==> config.mk <==
export PLATFORM = sky130hd
export DESIGN_NAME = xmem_bus_ctrl
export DESIGN_NICKNAME = d
export VERILOG_FILES = /design/src/rtl/xmem_pkg.sv /design/src/rtl/xmem_sync.sv /design/src/rtl/xmem_seq.sv /design/src/rtl/xmem_latch.sv /design/src/rtl/xmem_bus_ctrl.sv
export SDC_FILE = /design/constraint.sdc
export NUM_CORES = 1
export LEC_CHECK = 0
export CORE_MARGIN = 2
export CORE_UTILIZATION = 45
export DETAILED_ROUTE_END_ITERATION = 16
export DONT_BUFFER_PORTS = 1
export PLACE_DENSITY = 0.59
export SYNTH_ARGS = -nofsm -noshare
export SYNTH_HDL_FRONTEND = slang
export SYNTH_SLANG_ARGS = --single-unit
==> constraint.sdc <==
create_clock -name clk_i -period 1.9 [get_ports clk_i]
set_input_delay 0.38 -clock clk_i [delete_from_list [all_inputs] [get_ports clk_i]]
set_output_delay 0.38 -clock clk_i [all_outputs]
set_load 0.1 [all_outputs]
==> src/rtl/xmem_pkg.sv <==
package xmem_pkg;
  parameter int unsigned XM_ADDR_W = 14;
  parameter int unsigned XM_DATA_W = 16;
  parameter int unsigned XM_SYNC_STAGES = 2;

  typedef enum logic [1:0] {
    ST_IDLE = 2'd0,
    ST_WR   = 2'd1,
    ST_RD   = 2'd2,
    ST_HOLD = 2'd3
  } xm_state_e;
endpackage

==> src/rtl/xmem_sync.sv <==
module xmem_sync #(
  parameter int unsigned STAGES  = 2,
  parameter logic        RST_VAL = 1'b1
) (
  input  logic clk_i,
  input  logic rst_ni,
  input  logic d_i,
  output logic q_o
);
  if (STAGES == 0) begin : g_bypass
    assign q_o = d_i;
  end else begin : g_chain
    logic [STAGES-1:0] q;
    always_ff @(posedge clk_i or negedge rst_ni) begin
      if (!rst_ni) begin
        q <= {STAGES{RST_VAL}};
      end else begin
        q[0] <= d_i;
        for (int i = 1; i < int'(STAGES); i++) q[i] <= q[i-1];
      end
    end
    assign q_o = q[STAGES-1];
  end
endmodule

==> src/rtl/xmem_seq.sv <==
module xmem_seq
  import xmem_pkg::*;
(
  input  logic      clk_i,
  input  logic      rst_ni,
  input  logic      req_valid_i,
  input  logic      req_we_i,
  input  logic      hold_free_i,
  input  logic      wait_ni,
  output xm_state_e state_o,
  output logic      accept_o,
  output logic      capture_o,
  output logic      done_o
);
  xm_state_e state_q, state_d;
  logic      done_q;

  assign accept_o  = (state_q == ST_IDLE) && hold_free_i && req_valid_i;
  assign capture_o = (state_q == ST_RD) && wait_ni;

  always_comb begin
    state_d = state_q;
    unique case (state_q)
      ST_IDLE: begin
        // hold is only taken between accesses and beats a core request
        if (!hold_free_i)     state_d = ST_HOLD;
        else if (req_valid_i) state_d = req_we_i ? ST_WR : ST_RD;
      end
      ST_WR:   state_d = ST_IDLE;
      ST_RD:   if (wait_ni) state_d = ST_IDLE;
      ST_HOLD: if (hold_free_i) state_d = ST_IDLE;
      default: state_d = ST_IDLE;
    endcase
  end

  always_ff @(posedge clk_i or negedge rst_ni) begin
    if (!rst_ni) begin
      state_q <= ST_IDLE;
      done_q  <= 1'b0;
    end else begin
      state_q <= state_d;
      done_q  <= (state_q == ST_WR) || capture_o;
    end
  end

  assign state_o = state_q;
  assign done_o  = done_q;
endmodule

==> src/rtl/xmem_latch.sv <==
module xmem_latch #(
  parameter int unsigned AW = 14,
  parameter int unsigned DW = 16
) (
  input  logic          clk_i,
  input  logic          rst_ni,
  input  logic          accept_i,
  input  logic          capture_i,
  input  logic [AW-1:0] addr_i,
  input  logic          bank_i,
  input  logic [DW-1:0] wdata_i,
  input  logic [DW-1:0] rdata_i,
  output logic [AW-1:0] addr_o,
  output logic          bank_o,
  output logic [DW-1:0] wdata_o,
  output logic [DW-1:0] rdata_o
);
  always_ff @(posedge clk_i or negedge rst_ni) begin
    if (!rst_ni) begin
      addr_o  <= '0;
      bank_o  <= 1'b0;
      wdata_o <= '0;
    end else if (accept_i) begin
      addr_o  <= addr_i;
      bank_o  <= bank_i;
      wdata_o <= wdata_i;
    end
  end

  always_ff @(posedge clk_i or negedge rst_ni) begin
    if (!rst_ni)        rdata_o <= '0;
    else if (capture_i) rdata_o <= rdata_i;
  end
endmodule

==> src/rtl/xmem_bus_ctrl.sv <==
module xmem_bus_ctrl
  import xmem_pkg::*;
#(
  parameter int unsigned AW          = XM_ADDR_W,
  parameter int unsigned DW          = XM_DATA_W,
  parameter int unsigned SYNC_STAGES = XM_SYNC_STAGES
) (
  input  logic          clk_i,
  input  logic          rst_ni,
  input  logic          req_valid_i,
  output logic          req_ready_o,
  input  logic          req_we_i,
  input  logic          req_bank_i,
  input  logic [AW-1:0] req_addr_i,
  input  logic [DW-1:0] req_wdata_i,
  output logic          rsp_done_o,
  output logic [DW-1:0] rsp_rdata_o,
  output logic          ext_sel_o,
  output logic [AW-1:0] ext_addr_o,
  output logic [DW-1:0] ext_wdata_o,
  input  logic [DW-1:0] ext_rdata_i,
  output logic          ext_rd_no,
  output logic          ext_wr_no,
  input  logic          ext_wait_ni,
  output logic          ext_ctl_oe_o,
  output logic          ext_data_oe_o,
  input  logic          hold_req_ni,
  output logic          hold_ack_no,
  output logic          bus_busy_no
);
  xm_state_e state;
  logic      hold_free, accept, capture;
  logic      in_wr, in_rd;

  xmem_sync #(.STAGES(SYNC_STAGES), .RST_VAL(1'b1)) u_hold_sync (
    .clk_i (clk_i),
    .rst_ni(rst_ni),
    .d_i   (hold_req_ni),
    .q_o   (hold_free)
  );

  xmem_seq u_seq (
    .clk_i      (clk_i),
    .rst_ni     (rst_ni),
    .req_valid_i(req_valid_i),
    .req_we_i   (req_we_i),
    .hold_free_i(hold_free),
    .wait_ni    (ext_wait_ni),
    .state_o    (state),
    .accept_o   (accept),
    .capture_o  (capture),
    .done_o     (rsp_done_o)
  );

  xmem_latch #(.AW(AW), .DW(DW)) u_latch (
    .clk_i    (clk_i),
    .rst_ni   (rst_ni),
    .accept_i (accept),
    .capture_i(capture),
    .addr_i   (req_addr_i),
    .bank_i   (req_bank_i),
    .wdata_i  (req_wdata_i),
    .rdata_i  (ext_rdata_i),
    .addr_o   (ext_addr_o),
    .bank_o   (ext_sel_o),
    .wdata_o  (ext_wdata_o),
    .rdata_o  (rsp_rdata_o)
  );

  assign in_wr = (state == ST_WR);
  assign in_rd = (state == ST_RD);

  assign req_ready_o   = (state == ST_IDLE) && hold_free;
  assign ext_wr_no     = ~in_wr;
  assign ext_rd_no     = ~in_rd;
  assign bus_busy_no   = ~(in_wr | in_rd);
  assign ext_ctl_oe_o  = in_wr | in_rd;
  assign ext_data_oe_o = in_wr;
  assign hold_ack_no   = ~(state == ST_HOLD);
endmodule

## Word level (Yosys, flattened, before mapping)

Cells that the tools add are included.

| storage, ports and cells | value |
|---|---|
| register bits after elaboration | 52 |
| latch bits | 0 |
| bits in writable memories | 0 |
| ROM bits | 0 |
| bits of input ports | 53 |
| output and inout port bits | 55 |
| memories kept | 0 |

| operators by class | value |
|---|---|
| add/subtract/negate cells | 0 |
| $mul | 0 |
| div/mod/pow operators | 0 |
| $lt $le $gt $ge | 0 |
| eq/ne operators | 6 |
| shifts and indexed selects | 0 |
| mux-type cells | 6 |
| bitwise operators | 5 |
| reduce and logical (&&, ||, !) cells | 6 |

Operators with widths:

| cell | number |
|---|---|
| $mux W2 | 5 |
| $pmux W2 S4 | 1 |
| $eq A2 B2 Y1 const B | 2 |
| $not A1 Y1 | 4 |
| $logic_and A1 B1 Y1 | 3 |
| $ne A3 B3 Y1 const B | 1 |
| $reduce_and A3 Y1 | 1 |
| $eq A2 B1 Y1 const B | 1 |
| $logic_not A2 Y1 | 1 |
| $ne A2 B1 Y1 const B | 1 |
| $ne A2 B2 Y1 const B | 1 |
| $logic_or A1 B1 Y1 | 1 |
| $or A1 B1 Y1 | 1 |

## Longest topological paths before layout

Gate-level depths: netlist (run 1).

| logic depth | value |
|---|---|
| depth in word-level cells | 4 |
| depth in mapped cells | 6 |
| mapped depth without buffers | 5 |

## Hierarchy

From an unflattened synthesis (run 1), not the netlist that was laid out.

| unflattened totals | value |
|---|---|
| cell total of the unflattened synthesis | 127 |
| area, all modules | 2083.2 µm² |

By module, submodules not included:

| module | instances | cells each | area an instance (µm²) | seq. area each (µm²) |
|---|---|---|---|---|
| xmem_latch | 1 | 99 | 1796.7 | 1176.1 |
| xmem_seq | 1 | 14 | 142.6 | 75.1 |
| xmem_bus_ctrl | 1 | 12 | 91.3 | 0.0 |
| xmem_sync | 1 | 2 | 52.6 | 52.6 |

## Worst setup path before layout (run 1)

No wires, ideal clock.

| timing | value |
|---|---|
| kind | register to output |
| from | reg u_seq.state_q[1] (netlist: u_seq.state_o[1]) |
| to | out ext_wr_no |
| arrival time | 1986 ps |
| required time | 1520 ps |
| path slack | -466 ps |
| stages on the path, launching flop included | 4 |
| path buffers | 0 |
| cell sequence | dfrtp_1 inv_1 ha_1 inv_1 |

| on the way | value |
|---|---|
| longest elaborated chain between the ends | 2 |

RTL lines:

| item | line | text |
|---|---|---|
| start: declaration | xmem_seq.sv:15 | `xm_state_e state_q, state_d;` |
| start signal: assignment | xmem_seq.sv:41 | `state_q <= state_d;` |
| $eq A2 B1 Y1 | xmem_bus_ctrl.sv:70 | `assign in_wr = (state == ST_WR);` |
| net ext_data_oe_o | xmem_bus_ctrl.sv:26 | `output logic ext_data_oe_o,` |
| $not A1 Y1 | xmem_bus_ctrl.sv:74 | `assign ext_wr_no = ~in_wr;` |
| end: declaration | xmem_bus_ctrl.sv:23 | `output logic ext_wr_no,` |

The timed path passes the listed nets, and every way through them passes these cells.

## Worst setup path after layout (run 1)

| timing | value |
|---|---|
| from | reg u_seq.state_q[0] (netlist: u_seq.state_o[0]) |
| to | out req_ready_o |

| on the way | value |
|---|---|
| longest elaborated chain between the ends | 2 |

RTL lines:

| item | line | text |
|---|---|---|
| $logic_not A2 Y1 | xmem_bus_ctrl.sv:73 | `assign req_ready_o = (state == ST_IDLE) && hold_free;` |
| $logic_and A1 B1 Y1 | xmem_bus_ctrl.sv:73 |  |
| end: declaration | xmem_bus_ctrl.sv:11 | `output logic req_ready_o,` |

No other way between the ends.

==> flow_metrics.env, run 1 <==
export IMPL_status="complete, no violations"
export IMPL_period_minus_slack_ps=1810
export IMPL_slew_headroom_pct=38.4
export IMPL_netlist_area_sq_um=2180
export IMPL_ys_seq_elements=52
export IMPL_grt_overflow_total=0
export IMPL_cp_cell_sequence="inv_1 -> ha_4 -> and2_4 -> buf_6"
export IMPL_synth_top_area_cell="dfrtp_1"
export IMPL_setup_viol=0
export IMPL_path_clk_slew_ps=90
export IMPL_clk_latency_ps=290
export IMPL_crit_family="flip-flops"
export IMPL_routed_wl_mm=3.81
export IMPL_hold_viol=0
export IMPL_portBuffers=0
export IMPL_numClockSinks=52
export IMPL_regToRegStartpoint="u_seq.state_o[0]"
export IMPL_yosysUniqueCellTypes=15
export IMPL_final_area_sq_um=2450
export IMPL_worst_path_max_fanout=4
export IMPL_dpl_cell_area_sq_um=2300
export IMPL_routed_via_density=5.49
export IMPL_ys_top_cells_by_area="dfrtp_1 58%, mux2_4 21%, mux2_2 8.8%"
export IMPL_worstPathRequired_ps=1520
export IMPL_vias=1076
export IMPL_fin_nets=200
export IMPL_insertedDiodeCount=0
export IMPL_drive_gt1_share_pct=51.4
export IMPL_syn_num_nets=184
export IMPL_worstHoldStart="hold_req_ni"
export IMPL_critPathMaxStageDelay_ps=420
export IMPL_syn_inst=126
export IMPL_finalCritPeriodShare_pct=95.1
export IMPL_grt_pass1_wl_mm=5.70
export IMPL_skew_ps=5.25
export IMPL_clk_path_buf_depth=2
export IMPL_worstMarginPinSlew_ps=924
export IMPL_routedWlPerCell_um=19.4
export IMPL_worstSetupStartpoint="u_seq.state_o[0]"
export IMPL_critPathBufInv=2
export IMPL_dr_pass1_iters=4
export IMPL_row_count=25
export IMPL_io_pins=108
export IMPL_syn2layout_area_growth_pct=12.4
export IMPL_syn_area_per_cell_sq_um=17.3
export IMPL_fp_dieH_um=73.5
export IMPL_cp_start_kind="register"
export IMPL_htreeDepth=2
export IMPL_root_buffer="clkbuf_8"
export IMPL_final_cell_mix="50 x dfrtp_1, 30 x mux2_4, 17 x mux2_2"
export IMPL_grt_max_degree=53
export IMPL_dieWidth_um=73.5
export IMPL_fp_coreArea_sq_um=4690
export IMPL_mostFrequentLayoutCell="dfrtp_1"
export IMPL_cts_tree="built"
export IMPL_crit_arrival_ps=1430
export IMPL_cts_buffers=5
export IMPL_gp_congestion=0.736
export IMPL_fmax_mhz=553
export IMPL_antenna_found_initial=0
export IMPL_start_util_pct=46.4
export IMPL_worst_hold_path_type="in2reg"
export IMPL_ant_nets=0
export IMPL_first_global_vias=1160
export IMPL_dieArea_sq_um=5410
export IMPL_cap_viol_max_count=0
export IMPL_dp_hpwl_mm=2.74
export IMPL_netlist_area_leader_share_pct=57.5
export IMPL_yosysWarningCount=0
export IMPL_drc=0
export IMPL_crit_path_end_kind="output port"
export IMPL_first_iter_violations=39
export IMPL_rsz0062_at_grt="false"
export IMPL_crit_type="reg2out"
export IMPL_slew_viol_final=0
export IMPL_ys_seq_area_share_pct=59.9
export IMPL_grt_use_total_pct=14.1
export IMPL_crit_slowest_cell="dfrtp_1"
## cells in the mapped netlist (all sizes together)
cell type  count
ha             5
mux2i          2
nand2          5
mux2          47
inv            7
nand3b         1
dfrtp         50
o221ai         1
and2           1
dfstp          2
o21ai          1
buf            4
## cells by family (layout without fill, tap and decap cells)
group,after synthesis,count (layout),share of synthesized area [%]
buffers and inverters,11,27,4.20
multiplexers,49,49,30.4
adder cells (fa/ha/maj),5,5,2.88
flip-flops,52,52,59.9
AO/OA/AOI/OAI,2,2,0.632
AND/OR/NAND/NOR,7,7,1.96
## final timing paths
path | slack [ps] | depth (start not counted) | to
max in group asynchronous | 1010 | 2 | u_hold_sync.g_chain.q[0]
setup / recovery | 90 | 4 | req_ready_o
min in group asynchronous | 620 | 2 | u_latch.wdata_o[0]
hold / removal | 80 | 0 | u_hold_sync.g_chain.q[0]
setup reg to reg | 300 | 6 | u_latch.wdata_o[0]
hold reg to reg | 360 | 0 | u_hold_sync.g_chain.q[1]
## routing by layer
layer | vias to the layer above | track usage [%] | wire length (um)
met5 | - | 0 | 0
met4 | 0 | 6.06 | 33
met3 | 4 | 4.80 | 367
met2 | 66 | 23.8 | 2010
met1 | 545 | 16.3 | 1400
li1 | 461 | - | -
## state kept, by name, summed over array words and instances (netlist names)
register,cells
u_seq.done_o,1
u_latch.rdata_o,16
u_latch.addr_o,14
u_seq.state_o,2
u_hold_sync.g_chain.q,2
u_latch.wdata_o,16
u_latch.bank_o,1
## what timing repair did
action | in CTS | in global routing
endpoints found under the setup margin | 0 | 2
resized for setup | 0 | 2
buffers inserted | 0 | 0
hold buffers | 2 | 0
hold endpoints to repair | 52 | 0
## stage by stage
step	worst slack (ps)	setup TNS (ps)	hold WS [ps]	utilization (%)	instances
floorplan	-86.2	-86.2	84.4	-	126
global placement	379	0	85.5	49.1	187
detailed placement	319	0	85.4	49.1	187
CTS	21.4	0	64.3	52.0	196
global route	0.776	0	51.6	52.1	196
finish	93.3	0	76.4	52.1	196
## final cells by class
type	count	area [sq um]
fillers	390	2250
clock buffers	7	96.3
multi-input cells	63	796
repair buffers	13	153
flip-flops and latches	52	1300
well taps	54	67.6
inverters	7	30.0
Power of run 1 is not shown: default switching activity piles up to over one toggle a cycle in this logic, so the estimate is an artifact.
==> inputs of run 2 (changes only) <==
--- a/config.mk
+++ b/config.mk
@@ -5,6 +5,7 @@
 export SDC_FILE = /design/constraint.sdc
 export NUM_CORES = 1
 export LEC_CHECK = 0
+export ABC_AREA = 1
 export CORE_MARGIN = 2
 export CORE_UTILIZATION = 45
 export DETAILED_ROUTE_END_ITERATION = 16
==> run 2 against run 1 <==
Design area increased by 15%. Cell count increased by 85%. Utilization increased by 7.0 points.
==> flow_metrics.env, run 2 <==
export IMPL_status="complete, no violations"
export IMPL_netlist_area_sq_um=2220
export IMPL_clk_latency_ps=290
export IMPL_crit_type="reg2out"
export IMPL_crit_path_end_kind="output port"
export IMPL_first_iter_violations=82
export IMPL_ys_seq_elements=52
export IMPL_numClockSinks=52
export IMPL_crit_arrival_ps=1430
export IMPL_routedWlPerCell_um=12.9
export IMPL_antenna_found_initial=0
export IMPL_syn_area_per_cell_sq_um=9.10
export IMPL_holdPathEnd="u_hold_sync.g_chain.q[0]"
export IMPL_regArea_sq_um=1300
export IMPL_ys_seq_area_share_pct=58.7
export IMPL_hold_depth=0
export IMPL_critPathBufInv=3
export IMPL_vias=1714
export IMPL_grt_overflow_total=0
export IMPL_r2r_end="u_latch.rdata_o[14]"
export IMPL_top_regs="u_latch.rdata_o x16, u_latch.wdata_o x16, u_latch.addr_o x14"
export IMPL_r2r_slack_ps=360
export IMPL_multi_input_area_sq_um=772
export IMPL_dieArea_sq_um=5510
export IMPL_synth_edf_count=0
export IMPL_path_clk_slew_ps=90
export IMPL_regToRegStartpoint="u_seq.state_o[0]"
export IMPL_grt_max_degree=53
export IMPL_final_cell_mix="99 x nand2_1, 55 x buf_4, 50 x dfrtp_1"
export IMPL_root_buffer="clkbuf_8"
export IMPL_cp_cell_sequence="inv_1 -> ha_2 -> clkinvlp_4 -> buf_4"
export IMPL_routed_wl_mm=4.67
export IMPL_cts_buffers=5
export IMPL_start_util_pct=46.7
export IMPL_worstPathRequired_ps=1520
export IMPL_setup_viol=0
export IMPL_cap_viol_max_count=0
export IMPL_fin_cells=363
export IMPL_grt_pass1_wl_mm=7.11
export IMPL_yosysUniqueCellTypes=14
export IMPL_portBuffers=0
export IMPL_worst_hold_path_type="in2reg"
export IMPL_ys_top_cells_by_area="dfrtp_1 56%, nand2_1 17%, nand3_1 11%"
export IMPL_synth_most_common_cell="nand2_1"
export IMPL_first_global_vias=1594
export IMPL_worstRegToRegCells=6
export IMPL_period_minus_slack_ps=1810
export IMPL_crit_family="buffers and inverters"
export IMPL_rsz0062_at_grt="false"
export IMPL_cp_start_kind="register"
export IMPL_worstHoldStart="hold_req_ni"
export IMPL_cts_tree="built"
export IMPL_drc=0
export IMPL_synth_top_area_cell="dfrtp_1"
export IMPL_yosysWarningCount=0
export IMPL_syn2layout_area_growth_pct=26.6
export IMPL_nFillCells=436
export IMPL_dieWidth_um=74.3
export IMPL_clk_path_buf_depth=2
export IMPL_fin_nets=353
export IMPL_grt_use_total_pct=16.8
export IMPL_fp_dieH_um=74.3
export IMPL_htreeDepth=2
export IMPL_dr_pass1_iters=4
export IMPL_critPathMaxStageDelay_ps=420
export IMPL_crit_slowest_cell="dfrtp_1"
export IMPL_routed_via_density=4.72
export IMPL_synth_ff_type="dfrtp_1"
export IMPL_io_pins=108
export IMPL_fmax_mhz=553
export IMPL_skew_ps=7.42
export IMPL_postCtsSetupBuffers=0
export IMPL_finalCritPeriodShare_pct=95.2
export IMPL_syn_inst=244
export IMPL_dp_hpwl_mm=3.19
export IMPL_row_count=25
export IMPL_placed_cells=353
export IMPL_insertedDiodeCount=0
export IMPL_drive_gt1_share_pct=27.7
export IMPL_syn_num_nets=302
export IMPL_worstMarginPinSlew_ps=366
export IMPL_slew_headroom_pct=75.6
export IMPL_netlist_area_leader_share_pct=56.3
export IMPL_async_flop_share_pct=100
export IMPL_ant_nets=0
export IMPL_slew_viol_final=0
export IMPL_fp_coreArea_sq_um=4750
export IMPL_worst_path_max_fanout=4
export IMPL_ys_top_cells_by_count="99 x nand2_1, 50 x dfrtp_1, 49 x nand3_1"
export IMPL_gp_congestion=0.746
export IMPL_hold_viol=0
export IMPL_mostFrequentLayoutCell="nand2_1"
==> run 2: changes by cell type after synthesis, moves of 3 or more <==
cell     before  now
nand2_1       4   99
buf_4         0    5
buf_2         1    5
mux2_4       30    0
mux2_2       17    0
inv_1         7   10
nor2_1        0    4
buf_6         0    5
buf_12        3    0
nand3_1       0   49
nand2_2       0    7
==> run 2: how the worst max path moves through the flow <==
stage,startpoint,end,slack (ps),cells past startpoint
after global routing,u_seq.state_o[0],ext_rd_no,20,4
after global placement,u_seq.state_o[0],u_latch.rdata_o[10],370,6
after floorplan,u_seq.state_o[1],ext_wr_no,-80,3
after CTS,u_seq.state_o[0],ext_rd_no,30,4
after detailed placement,u_seq.state_o[0],u_latch.rdata_o[14],320,6
final,u_seq.state_o[0],ext_rd_no,90,4
==> run 2: kinds of logic (layout without fill, tap and decap cells) <==
family,Yosys count,count (layout),synth area share (%)
simple gates,160,160,30.9
buf+inv,26,78,7.32
flops,52,52,58.7
fa+ha+maj,5,5,2.82
compound gates,1,1,0.225
==> run 2: per-stage QoR <==
stage / hold WS (ps) / worst slack (ps) / cell area [sq um] / TNS [ps] / util [%]
finish: 70.8 / 91.9 / 2810 / 0 / 59.2
global route: 52.4 / 20.8 / 2810 / 0 / 59.2
CTS: 56.5 / 32.6 / 2810 / 0 / 59.1
detailed placement: 85.5 / 319 / 2660 / 0 / 56.0
global placement: 85.5 / 373 / 2660 / 0 / 56.0
floorplan: 84.4 / -81.6 / 2240 / -81.6 / -
==> run 2: metal layers <==
layer  GRT usage, %  part of all wire [%]  wire, um  up-vias
met1           20.6                    43      2030      780
li1               -                     -         -      861
met2           27.9                    45      2120       71
met4           4.17                  0.47        22        0
met5              0                     0         0        -
met3           6.91                    11       495        2
==> run 2: cell type report <==
class | instances | area share [%]
multi-input cells | 166 | 27.4
clock buffers | 5 | 2.45
flip-flops and latches | 52 | 46.4
well taps | 67 | 2.98
repair buffers | 59 | 17.4
inverters | 11 | 1.82
clock inverters | 3 | 1.51
==> run 2: repair_timing <==
item | 4_1_cts | 5_1_grt
hold endpoints to repair | 52 | 0
gates resized for setup | 0 | 1
hold buffers | 2 | 0
setup endpoints to repair | 0 | 1
Power of run 2 is left out for the same reason.
